--- src/rtl/itimer_pkg.sv ---
package itimer_pkg;
  localparam int unsigned COUNT_W = 16;
  localparam int unsigned ADDR_W  = 3;
  localparam int unsigned DATA_W  = 8;

  localparam logic [ADDR_W-1:0] A_CTRL    = 3'd0;
  localparam logic [ADDR_W-1:0] A_STAT    = 3'd1;
  localparam logic [ADDR_W-1:0] A_BASE_LO = 3'd2;
  localparam logic [ADDR_W-1:0] A_BASE_HI = 3'd3;
  localparam logic [ADDR_W-1:0] A_CUR_LO  = 3'd4;
  localparam logic [ADDR_W-1:0] A_CUR_HI  = 3'd5;

  typedef struct packed {
    logic long_sel;
    logic enable;
  } ctrl_t;

  typedef struct packed {
    logic ovr;
    logic irq;
  } stat_t;
endpackage

--- src/rtl/itimer_prescaler.sv ---
module itimer_prescaler #(
  parameter int unsigned CLK_HZ = 50_000_000
) (
  input  logic clk_i,
  input  logic rst_ni,
  input  logic run_i,
  input  logic restart_i,
  input  logic long_sel_i,
  output logic tick_o
);
  localparam int unsigned SHORT_DIV = CLK_HZ / 100_000;
  localparam int unsigned LONG_DIV  = CLK_HZ / 10;
  localparam int unsigned CNT_W     = $clog2(LONG_DIV + 1);
  localparam logic [CNT_W-1:0] SHORT_LIM = CNT_W'(SHORT_DIV - 1);
  localparam logic [CNT_W-1:0] LONG_LIM  = CNT_W'(LONG_DIV - 1);

  logic [CNT_W-1:0] cnt_q;
  logic             wrap;

  assign wrap   = (cnt_q == (long_sel_i ? LONG_LIM : SHORT_LIM));
  assign tick_o = run_i && !restart_i && wrap;

  always_ff @(posedge clk_i or negedge rst_ni) begin
    if (!rst_ni)                     cnt_q <= '0;
    else if (!run_i || restart_i)    cnt_q <= '0;
    else if (wrap)                   cnt_q <= '0;
    else                             cnt_q <= cnt_q + 1'b1;
  end
endmodule

--- src/rtl/itimer_counter.sv ---
module itimer_counter
  import itimer_pkg::*;
(
  input  logic               clk_i,
  input  logic               rst_ni,
  input  logic               tick_i,
  input  logic               load_i,
  input  logic [COUNT_W-1:0] load_val_i,
  input  logic [COUNT_W-1:0] base_i,
  output logic [COUNT_W-1:0] cur_o,
  output logic               expire_o
);
  logic [COUNT_W-1:0] cur_q;
  logic               at_zero;

  assign at_zero  = (cur_q == '0);
  assign expire_o = tick_i && at_zero;
  assign cur_o    = cur_q;

  always_ff @(posedge clk_i or negedge rst_ni) begin
    if (!rst_ni)       cur_q <= '0;
    else if (load_i)   cur_q <= load_val_i;
    else if (tick_i)   cur_q <= at_zero ? base_i : cur_q - 1'b1;
  end
endmodule

--- src/rtl/itimer_regs.sv ---
module itimer_regs
  import itimer_pkg::*;
(
  input  logic               clk_i,
  input  logic               rst_ni,
  input  logic               wr_i,
  input  logic [ADDR_W-1:0]  addr_i,
  input  logic [DATA_W-1:0]  wdata_i,
  input  logic               expire_i,
  input  logic [COUNT_W-1:0] cur_i,
  output ctrl_t              ctrl_o,
  output logic               restart_o,
  output logic [COUNT_W-1:0] base_o,
  output logic               base_ld_o,
  output logic [COUNT_W-1:0] base_nxt_o,
  output stat_t              stat_o,
  output logic [DATA_W-1:0]  rdata_o
);
  ctrl_t              ctrl_q;
  stat_t              stat_q, stat_d;
  logic [COUNT_W-1:0] base_q;
  logic               ctrl_wr, stat_wr, lo_wr, hi_wr;
  logic               clr_irq, clr_ovr;

  assign ctrl_wr = wr_i && (addr_i == A_CTRL);
  assign stat_wr = wr_i && (addr_i == A_STAT);
  assign lo_wr   = wr_i && !ctrl_q.enable && (addr_i == A_BASE_LO);
  assign hi_wr   = wr_i && !ctrl_q.enable && (addr_i == A_BASE_HI);

  // period change restarts the prescaler; enable rising restarts via run low
  assign restart_o = ctrl_wr && (wdata_i[1] != ctrl_q.long_sel);

  always_comb begin
    base_nxt_o = base_q;
    if (lo_wr) base_nxt_o[7:0]          = wdata_i;
    if (hi_wr) base_nxt_o[COUNT_W-1:8]  = wdata_i;
  end
  assign base_ld_o = lo_wr || hi_wr;

  assign clr_irq = stat_wr && wdata_i[0];
  assign clr_ovr = stat_wr && wdata_i[1];

  always_comb begin
    stat_d.irq = expire_i || (stat_q.irq && !clr_irq);
    stat_d.ovr = (expire_i && stat_q.irq && !clr_irq) || (stat_q.ovr && !clr_ovr);
  end

  always_ff @(posedge clk_i or negedge rst_ni) begin
    if (!rst_ni) begin
      ctrl_q <= '0;
      stat_q <= '0;
      base_q <= '0;
    end else begin
      if (ctrl_wr) ctrl_q <= ctrl_t'(wdata_i[1:0]);
      stat_q <= stat_d;
      if (base_ld_o) base_q <= base_nxt_o;
    end
  end

  always_comb begin
    case (addr_i)
      A_CTRL:    rdata_o = {6'd0, ctrl_q};
      A_STAT:    rdata_o = {6'd0, stat_q};
      A_BASE_LO: rdata_o = base_q[7:0];
      A_BASE_HI: rdata_o = base_q[COUNT_W-1:8];
      A_CUR_LO:  rdata_o = cur_i[7:0];
      A_CUR_HI:  rdata_o = cur_i[COUNT_W-1:8];
      default:   rdata_o = '0;
    endcase
  end

  assign ctrl_o = ctrl_q;
  assign base_o = base_q;
  assign stat_o = stat_q;
endmodule

--- src/rtl/itimer_top.sv ---
module itimer_top
  import itimer_pkg::*;
#(
  parameter int unsigned CLK_HZ = 50_000_000
) (
  input  logic              clk_i,
  input  logic              rst_ni,
  input  logic              wr_i,
  input  logic [ADDR_W-1:0] addr_i,
  input  logic [DATA_W-1:0] wdata_i,
  output logic [DATA_W-1:0] rdata_o,
  output logic              irq_o
);
  ctrl_t              ctrl;
  stat_t              stat;
  logic               restart, tick, expire, base_ld;
  logic [COUNT_W-1:0] base, base_nxt, cur;

  itimer_regs u_regs (
    .clk_i      (clk_i),
    .rst_ni     (rst_ni),
    .wr_i       (wr_i),
    .addr_i     (addr_i),
    .wdata_i    (wdata_i),
    .expire_i   (expire),
    .cur_i      (cur),
    .ctrl_o     (ctrl),
    .restart_o  (restart),
    .base_o     (base),
    .base_ld_o  (base_ld),
    .base_nxt_o (base_nxt),
    .stat_o     (stat),
    .rdata_o    (rdata_o)
  );

  itimer_prescaler #(.CLK_HZ(CLK_HZ)) u_presc (
    .clk_i      (clk_i),
    .rst_ni     (rst_ni),
    .run_i      (ctrl.enable),
    .restart_i  (restart),
    .long_sel_i (ctrl.long_sel),
    .tick_o     (tick)
  );

  itimer_counter u_cnt (
    .clk_i      (clk_i),
    .rst_ni     (rst_ni),
    .tick_i     (tick),
    .load_i     (base_ld),
    .load_val_i (base_nxt),
    .base_i     (base),
    .cur_o      (cur),
    .expire_o   (expire)
  );

  assign irq_o = stat.irq;
endmodule

--- config.mk ---
export PLATFORM = sky130hd
export DESIGN_NAME = itimer_top
export DESIGN_NICKNAME = d
export VERILOG_FILES = /design/src/rtl/itimer_pkg.sv /design/src/rtl/itimer_prescaler.sv /design/src/rtl/itimer_counter.sv /design/src/rtl/itimer_regs.sv /design/src/rtl/itimer_top.sv
export SDC_FILE = /design/constraint.sdc
export NUM_CORES = 1
export LEC_CHECK = 0
export BUFFER_PORTS_ARGS = -buffer_cell sky130_fd_sc_hd__buf_2
export CAP_MARGIN = 20
export CORE_MARGIN = 2
export CORE_UTILIZATION = 45
export CTS_CLUSTER_SIZE = 24
export DETAILED_ROUTE_END_ITERATION = 12
export HOLD_SLACK_MARGIN = 0.15
export PLACE_DENSITY = 0.71
export SLEW_MARGIN = 20
export SYNTH_ARGS = -nofsm -noshare
export SYNTH_HDL_FRONTEND = slang
export SYNTH_SLANG_ARGS = --single-unit
--- constraint.sdc ---
create_clock -name clk_i -period 2 [get_ports clk_i]
set_clock_uncertainty 0.05 [all_clocks]
set_input_delay 0.2 -clock clk_i [delete_from_list [all_inputs] [get_ports clk_i]]
set_output_delay 0.2 -clock clk_i [all_outputs]
set_load 0.005 [all_outputs]
# --- After elaboration in Yosys (flattened, before gate mapping) ---
# Index checks and enable logic that the tools add are counted.
# W data, S select, Z words.
word_totals:
  regBits: 59
  inputBits: 14
  wordCells: 51
op_classes:
  add_sub_neg: 2
  n_eq_ne: 7
  muxes: 9
  n_reduce_logical: 26
ops:
  columns: ["op", "count"]
  rows:
  - ["$mux W23", 3]
  - ["$mux W16", 3]
  - ["$pmux W8 S6", 1]
  - ["$add A23 B1 Y23 const B", 1]
  - ["$eq A23 B23 Y1", 1]
  - ["$logic_not A16 Y1", 1]
  - ["$mux W8", 2]
  - ["$sub A16 B1 Y16 const B", 1]
  - ["$logic_and A1 B1 Y1", 15]
  - ["$eq A3 B2 Y1 const B", 2]
  - ["$eq A3 B3 Y1 const B", 2]
  - ["$logic_not A1 Y1", 4]
  - ["$logic_or A1 B1 Y1", 4]
  - ["$eq A3 B1 Y1 const B", 1]
  - ["$logic_not A3 Y1", 1]
  - ["$reduce_bool A2 Y1", 1]
  - ["$ne A1 B1 Y1", 1]

# --- Logic depth before layout (Yosys ltp) ---
logic_depth:
  word_depth: 10
  mapped_depth: 9
  ltp_nobuf: 8

# --- Modules after synthesis ---
# A second synthesis with hierarchy kept.
unflattened:
  hier_cells: 388
  hier_area_um2: 3920.0
by_module_without_submodules:
  columns: ["module", "n_inst", "cells_each", "area_per_inst_um2", "seq_area_each_um2"]
  rows:
  - ["itimer_regs", 1, 110, 1385.1, 500.5]
  - ["itimer_prescaler", 1, 128, 1270.0, 575.6]
  - ["itimer_counter", 1, 150, 1265.0, 400.4]

# --- Least setup slack after synthesis ---
# Ideal clock, no wire load.
synth_timing:
  path_kind: "flip-flop to flip-flop"
  startpoint: "reg u_cnt.cur_q[0], in the netlist u_cnt.cur_o[0]"
  endpoint: "reg u_cnt.cur_q[14], in the netlist u_cnt.cur_o[14]"
  setup_ns: 0.126
  arrival_ns: 2.015
  required_ns: 1.824
  setup_slack_ns: -0.191
  stages_incl_launch_ff: 9
  n_path_buf: 0
  path_cell_list: "dfrtp_1 > inv_1 > ha_1 > nor3b_2 > nand4_1 > or3_1 > a22oi_1 > o31ai_1 > a221o_1"
synth_via:
  elab_chain_len: 4
  word_cells_on_any_way: 5
  classes_between: "add/sub: 1; mux: 3; reduce/logical: 1"
synth_rtl:
  columns: ["element", "line_no", "text"]
  rows:
  - ["from (decl)", "itimer_counter.sv:13", "logic [COUNT_W-1:0] cur_q;"]
  - ["from (signal assigned)", "itimer_counter.sv:22", "else if (load_i) cur_q <= load_val_i;"]
  - ["from (signal assigned)", "itimer_counter.sv:23", "else if (tick_i) cur_q <= at_zero ? base_i : cur_q - 1'b1;"]
  - ["$sub A16 B1 Y16 or $logic_not A16 Y1 (tied branches)", "itimer_counter.sv:23, itimer_counter.sv:16", null]
  - ["$mux W16 (*) (2 in series)", "itimer_counter.sv:23", null]
  - ["$mux W16 (*)", "itimer_counter.sv:22", null]
# Mark *: on every way between the ends. The rest lies on a longest branch, timed or not. The select of a mux whose other input is x is not followed.
# A chain may end at the register's enable or synchronous reset.

# --- Worst setup path in the final report ---
layout_timing:
  startpoint: "reg u_regs.ctrl_q, in the netlist u_regs.ctrl_o[1]"
  endpoint: "reg u_cnt.cur_q[14], in the netlist u_cnt.cur_o[14]"
layout_via:
  elab_chain_len: 6
  word_cells_on_any_way: 8
  classes_between: "eq/ne: 2; mux: 1; reduce/logical: 5"
layout_rtl:
  columns: ["element", "line_no", "text"]
  rows:
  - ["from (decl)", "itimer_regs.sv:19", "ctrl_t ctrl_q;"]
  - ["from (signal assigned)", "itimer_regs.sv:54", "if (ctrl_wr) ctrl_q <= ctrl_t'(wdata_i[1:0]);"]
  - ["parallel branches: the longest is 4 deep, another holds $mux W23", null, null]
  - ["$logic_and A1 B1 Y1 (*)", "itimer_prescaler.sv:21", "assign tick_o = run_i && !restart_i && wrap;"]
  - ["$reduce_bool A2 Y1 (no line) (*)", null, null]
# Every way passes the cells marked *.

==> results_tabular.tex <==
\begin{tabular}{lr}
\hline
Metric & Value \\
\hline
\multicolumn{2}{l}{\textbf{Yosys}} \\
Cell type with the largest total area after synthesis & sky130\_fd\_sc\_hd\_\_dfrtp\_1 \\
Prevailing post-synth register cell & sky130\_fd\_sc\_hd\_\_dfrtp\_1 \\
Cell area after synthesis & around 3500 um2 \\
Multiplexer area fraction after synthesis & 12.5\% \\
Top cells by count, synth & sky130\_fd\_sc\_hd\_\_dfrtp\_1 (59), sky130\_fd\_sc\_hd\_\_nor2\_1 (39), sky130\_fd\_sc\_hd\_\_nand2\_1 (27) \\
Post-synthesis share of cell area spent on and, or, nand and nor gates & about 20\% \\
Warning count from the yosys run & 0 \\
Combinational family with the most area after synthesis & simple AND/OR/NAND/NOR gates \\
Top-count cell post-synth & sky130\_fd\_sc\_hd\_\_dfrtp\_1 \\
Share of synthesized cell area in full adder, half adder and majority cells & 1.08\% \\
Area share of xor/xnor cells in the synthesized design & 6.80\% \\
\#FFs+latches synth & between 50 and 60 \\
Mapped Cells & 350 \\
Fraction of post-synthesis cell area in the top cell type by area & approximately 42\% \\
Compound-gate portion of the synthesized area & around 14\% \\
Mapped Avg Cell Area & between 9 and 10 um2 \\
Synth top area cells & sky130\_fd\_sc\_hd\_\_dfrtp\_1 (42\%), sky130\_fd\_sc\_hd\_\_mux2\_2 (6.5\%), sky130\_fd\_sc\_hd\_\_mux2i\_1 (6.0\%), sky130\_fd\_sc\_hd\_\_nor2\_1 (4.2\%), sky130\_fd\_sc\_hd\_\_xor2\_1 (3.8\%) \\
Count of unique library cells instantiated by Yosys & 56 \\
Synthesized netlist net count & approximately 370 \\
Part of the Yosys area used for sequential elements & between 40\% and 50\% \\
Synth async-reset ratio & 100\% \\
Number of enable-type register cells in the synthesized netlist & 0 \\
\multicolumn{2}{l}{\textbf{Global route}} \\
Global-route wire length before repair & about 16000 um \\
Initial antenna violation count & 0 \\
Overflow left after global routing & 0 \\
Maximum number of pins on one net before global-route repair & 41 \\
Global-route usage over all layers & a little under a quarter \\
Via count of the first global-routing pass & 3097 \\
\multicolumn{2}{l}{\textbf{Detailed routing}} \\
Wire length on met2 & 4650 um \\
Number of routed nets with antenna violations & 0 \\
First-pass detailed-route iteration total & 6 \\
WL met3 & 398 um \\
Highest routed layer & met4 \\
Via/cell ratio & $\sim$5.7 \\
Remaining routing DRC violations & 0 \\
Post-detailed-route wirelength per cell & between 15 and 20 um \\
Vias & 3135 \\
Sum of routed wire length over all layers & approximately 9600 um \\
First-iteration detailed-routing DRC count & 180 \\
Routed met1 length & between 4000 and 5000 um \\
\multicolumn{2}{l}{\textbf{Clock network}} \\
Root Buffer & sky130\_fd\_sc\_hd\_\_clkbuf\_8 \\
Clock-pin slew on the worst setup and hold paths & about 70 ps \\
TritonCTS Sinks & about 60 \\
TritonCTS clock tree & built \\
Clk\_lat worst skew & between 300 and 400 ps \\
H-tree Lvls & 3 \\
Clock buffer depth & 2 \\
Number of buffers inserted during clock tree synthesis & 9 \\
\multicolumn{2}{l}{\textbf{Cells and area}} \\
Growth of design area from synthesis to finish & 34.6\% \\
Fill cell total of the finished layout & 620 \\
Total Nets Final & 460 \\
Layout Utilization & around three fifths \\
Post-route cell area & between 4000 and 5000 um2 \\
Share of cells above drive strength 1 & 36.5\% \\
Antenna Diode Count & 0 \\
\multicolumn{2}{l}{\textbf{Floorplan}} \\
Die height & 91.9 um \\
Placement Rows & 32 \\
Initial Util & a little under half \\
Number of top-level pins & 23 \\
Core Area & 7610 um2 \\
DIE AREA & about 8400 um2 \\
Chip width & a little over 90 um \\
\multicolumn{2}{l}{\textbf{STA}} \\
RSZ-0062 raised after global routing & yes \\
Measured slew at the worst slew-check pin & slightly below 500 ps \\
Relative max-transition margin & between 60\% and 70\% \\
Setup-violating endpoint count in the final report & 28 \\
Fin Hold WS & 167 ps \\
Fin. max-slew vios & 0 \\
Post-layout min period & roughly 2100 ps \\
Final-report hold violation count & 0 \\
Final worst setup slack & -91.0 ps \\
Highest clock rate & between 400 and 500 MHz \\
Post-route clock period utilization & 105\% \\
\multicolumn{2}{l}{\textbf{Power and ir drop}} \\
Worst vdd rail ir drop & about 0.41 mV \\
Leak pwr & 2.06 nW \\
Power density relative to cell area & between 900 and 1000 nW/um2 \\
\multicolumn{2}{l}{\textbf{Worst setup path}} \\
FF-to-FF setup slack & -90 ps \\
Critical path startpoint category & flip-flop \\
Endpoint type of the worst setup path & flip-flop \\
Kind of critical path & reg2reg \\
Maximum fanout count along the critical path & 5 \\
Signal arrival time at the worst endpoint & 2270 ps \\
Required arrival time at the worst endpoint & around 2200 ps \\
\multicolumn{2}{l}{\textbf{Place}} \\
Count of buffers from port buffering & 22 \\
Total half-perimeter wirelength after legalization and detailed placement & 6760 um \\
Placed cell area & roughly 4200 um2 \\
Placer's final routability congestion estimate & around 0.94 \\
\multicolumn{2}{l}{\textbf{Flow run}} \\
Count of max-cap constraint violations & 0 \\
\multicolumn{2}{l}{\textbf{Min path}} \\
Class of the tightest hold or removal check & in2reg \\
\multicolumn{2}{l}{\textbf{Outcome}} \\
Run status & finished, violations left \\
Failing checks & setup timing \\
\hline
\end{tabular}
report_power, final:
group	switching [W]	total, W	internal [W]	leakage, nW
sequential	0.000221	0.00164	0.00142	0.769
combinational	0.000771	0.00156	0.000785	1.20
clock	0.000480	0.00104	0.000564	0.0881
metal layers:
layer	track usage (%)	up-vias
met2	39.3	93
met5	0	-
met3	4.77	16
li1	-	1478
met1	31.3	1548
met4	5.97	0
final timing paths:
path | start | to | cells past startpoint
worst max-delay path | u_regs.ctrl_o[1] | u_cnt.cur_o[14] | 6
worst min register to register | u_regs.stat_o[1] | u_regs.stat_o[1] | 2
min in group asynchronous | rst_ni | u_regs.base_o[1] | 2
worst max register to register | u_regs.ctrl_o[1] | u_cnt.cur_o[14] | 6
max in group asynchronous | rst_ni | u_cnt.cur_o[10] | 3
worst min-delay path | wdata_i[1] | u_regs.base_o[1] | 2
cell usage in the layout, fill, tap and decap left out, drive strengths merged, types with 3 or more instances in the layout:
cell and count:
buf 88, dfrtp 59, nor2 40, nand2 27
mux2i 21, mux2 20, xor2 15, nand3 15
nand4 12, xnor2 12, o21ai 11, clkbuf 10
inv 9, dlygate4sd3 8, o221ai 8, and3 8
o211ai 7, nor3 7, o22ai 6, a22oi 6
a21oi 5, nand2b 4, a221o 4, a211oi 4
and2 4, a31oi 4, and4 3, o31ai 3
ha 3
layout make-up:
class | count | area, um2 | area share (%)
clock buffers | 10 | 128 | 2.73
clock inverters | 5 | 55.1 | 1.18
inverters | 9 | 33.8 | 0.722
multi-input cells | 268 | 2090 | 44.7
flip-flops and latches | 59 | 1480 | 31.5
well taps | 102 | 128 | 2.73
repair buffers | 96 | 769 | 16.4
state kept, by name (all words and copies together), names as in the netlist:
register       count
u_presc.cnt_q     23
u_cnt.cur_o       16
u_regs.base_o     16
u_regs.ctrl_o      2
u_regs.stat_o      2
kinds of logic after synthesis:
logic type	count (synthesis)
simple gates	132
mux	41
flops	59
buf+inv	24
xor+xnor	27
compound gates	64
fa+ha+maj	3
worst max-delay path: stages, from the launching register on:
cell                      delay [ps]
sky130_fd_sc_hd__dfrtp_1         420
sky130_fd_sc_hd__or4_4           510
sky130_fd_sc_hd__o41ai_4         240
sky130_fd_sc_hd__buf_6           180
sky130_fd_sc_hd__a31oi_4         140
sky130_fd_sc_hd__and2_0          180
sky130_fd_sc_hd__a221o_1         260
per-stage QoR:
stage          worst slack, ps  std cells  total power [W]  TNS [ps]
6_report                 -91.0        549          0.00424      -867
5_1_grt                   -183        549          0.00448     -4220
4_1_cts                  -65.5        545          0.00415      -830
3_5_place_dp              -140        518          0.00306     -1460
3_3_place_gp             -84.1        518          0.00302      -267
2_1_floorplan             -135        350          0.00246      -135
timing repair:
item,CTS,global route
hold buffers,8,0
endpoints found under the setup margin,36,40
gates cloned,1,2
endpoints found under the hold margin,34,0
gates resized for setup,15,23
pin swaps,2,8
buffers inserted,3,2
(Power assumes the default switching activity.)
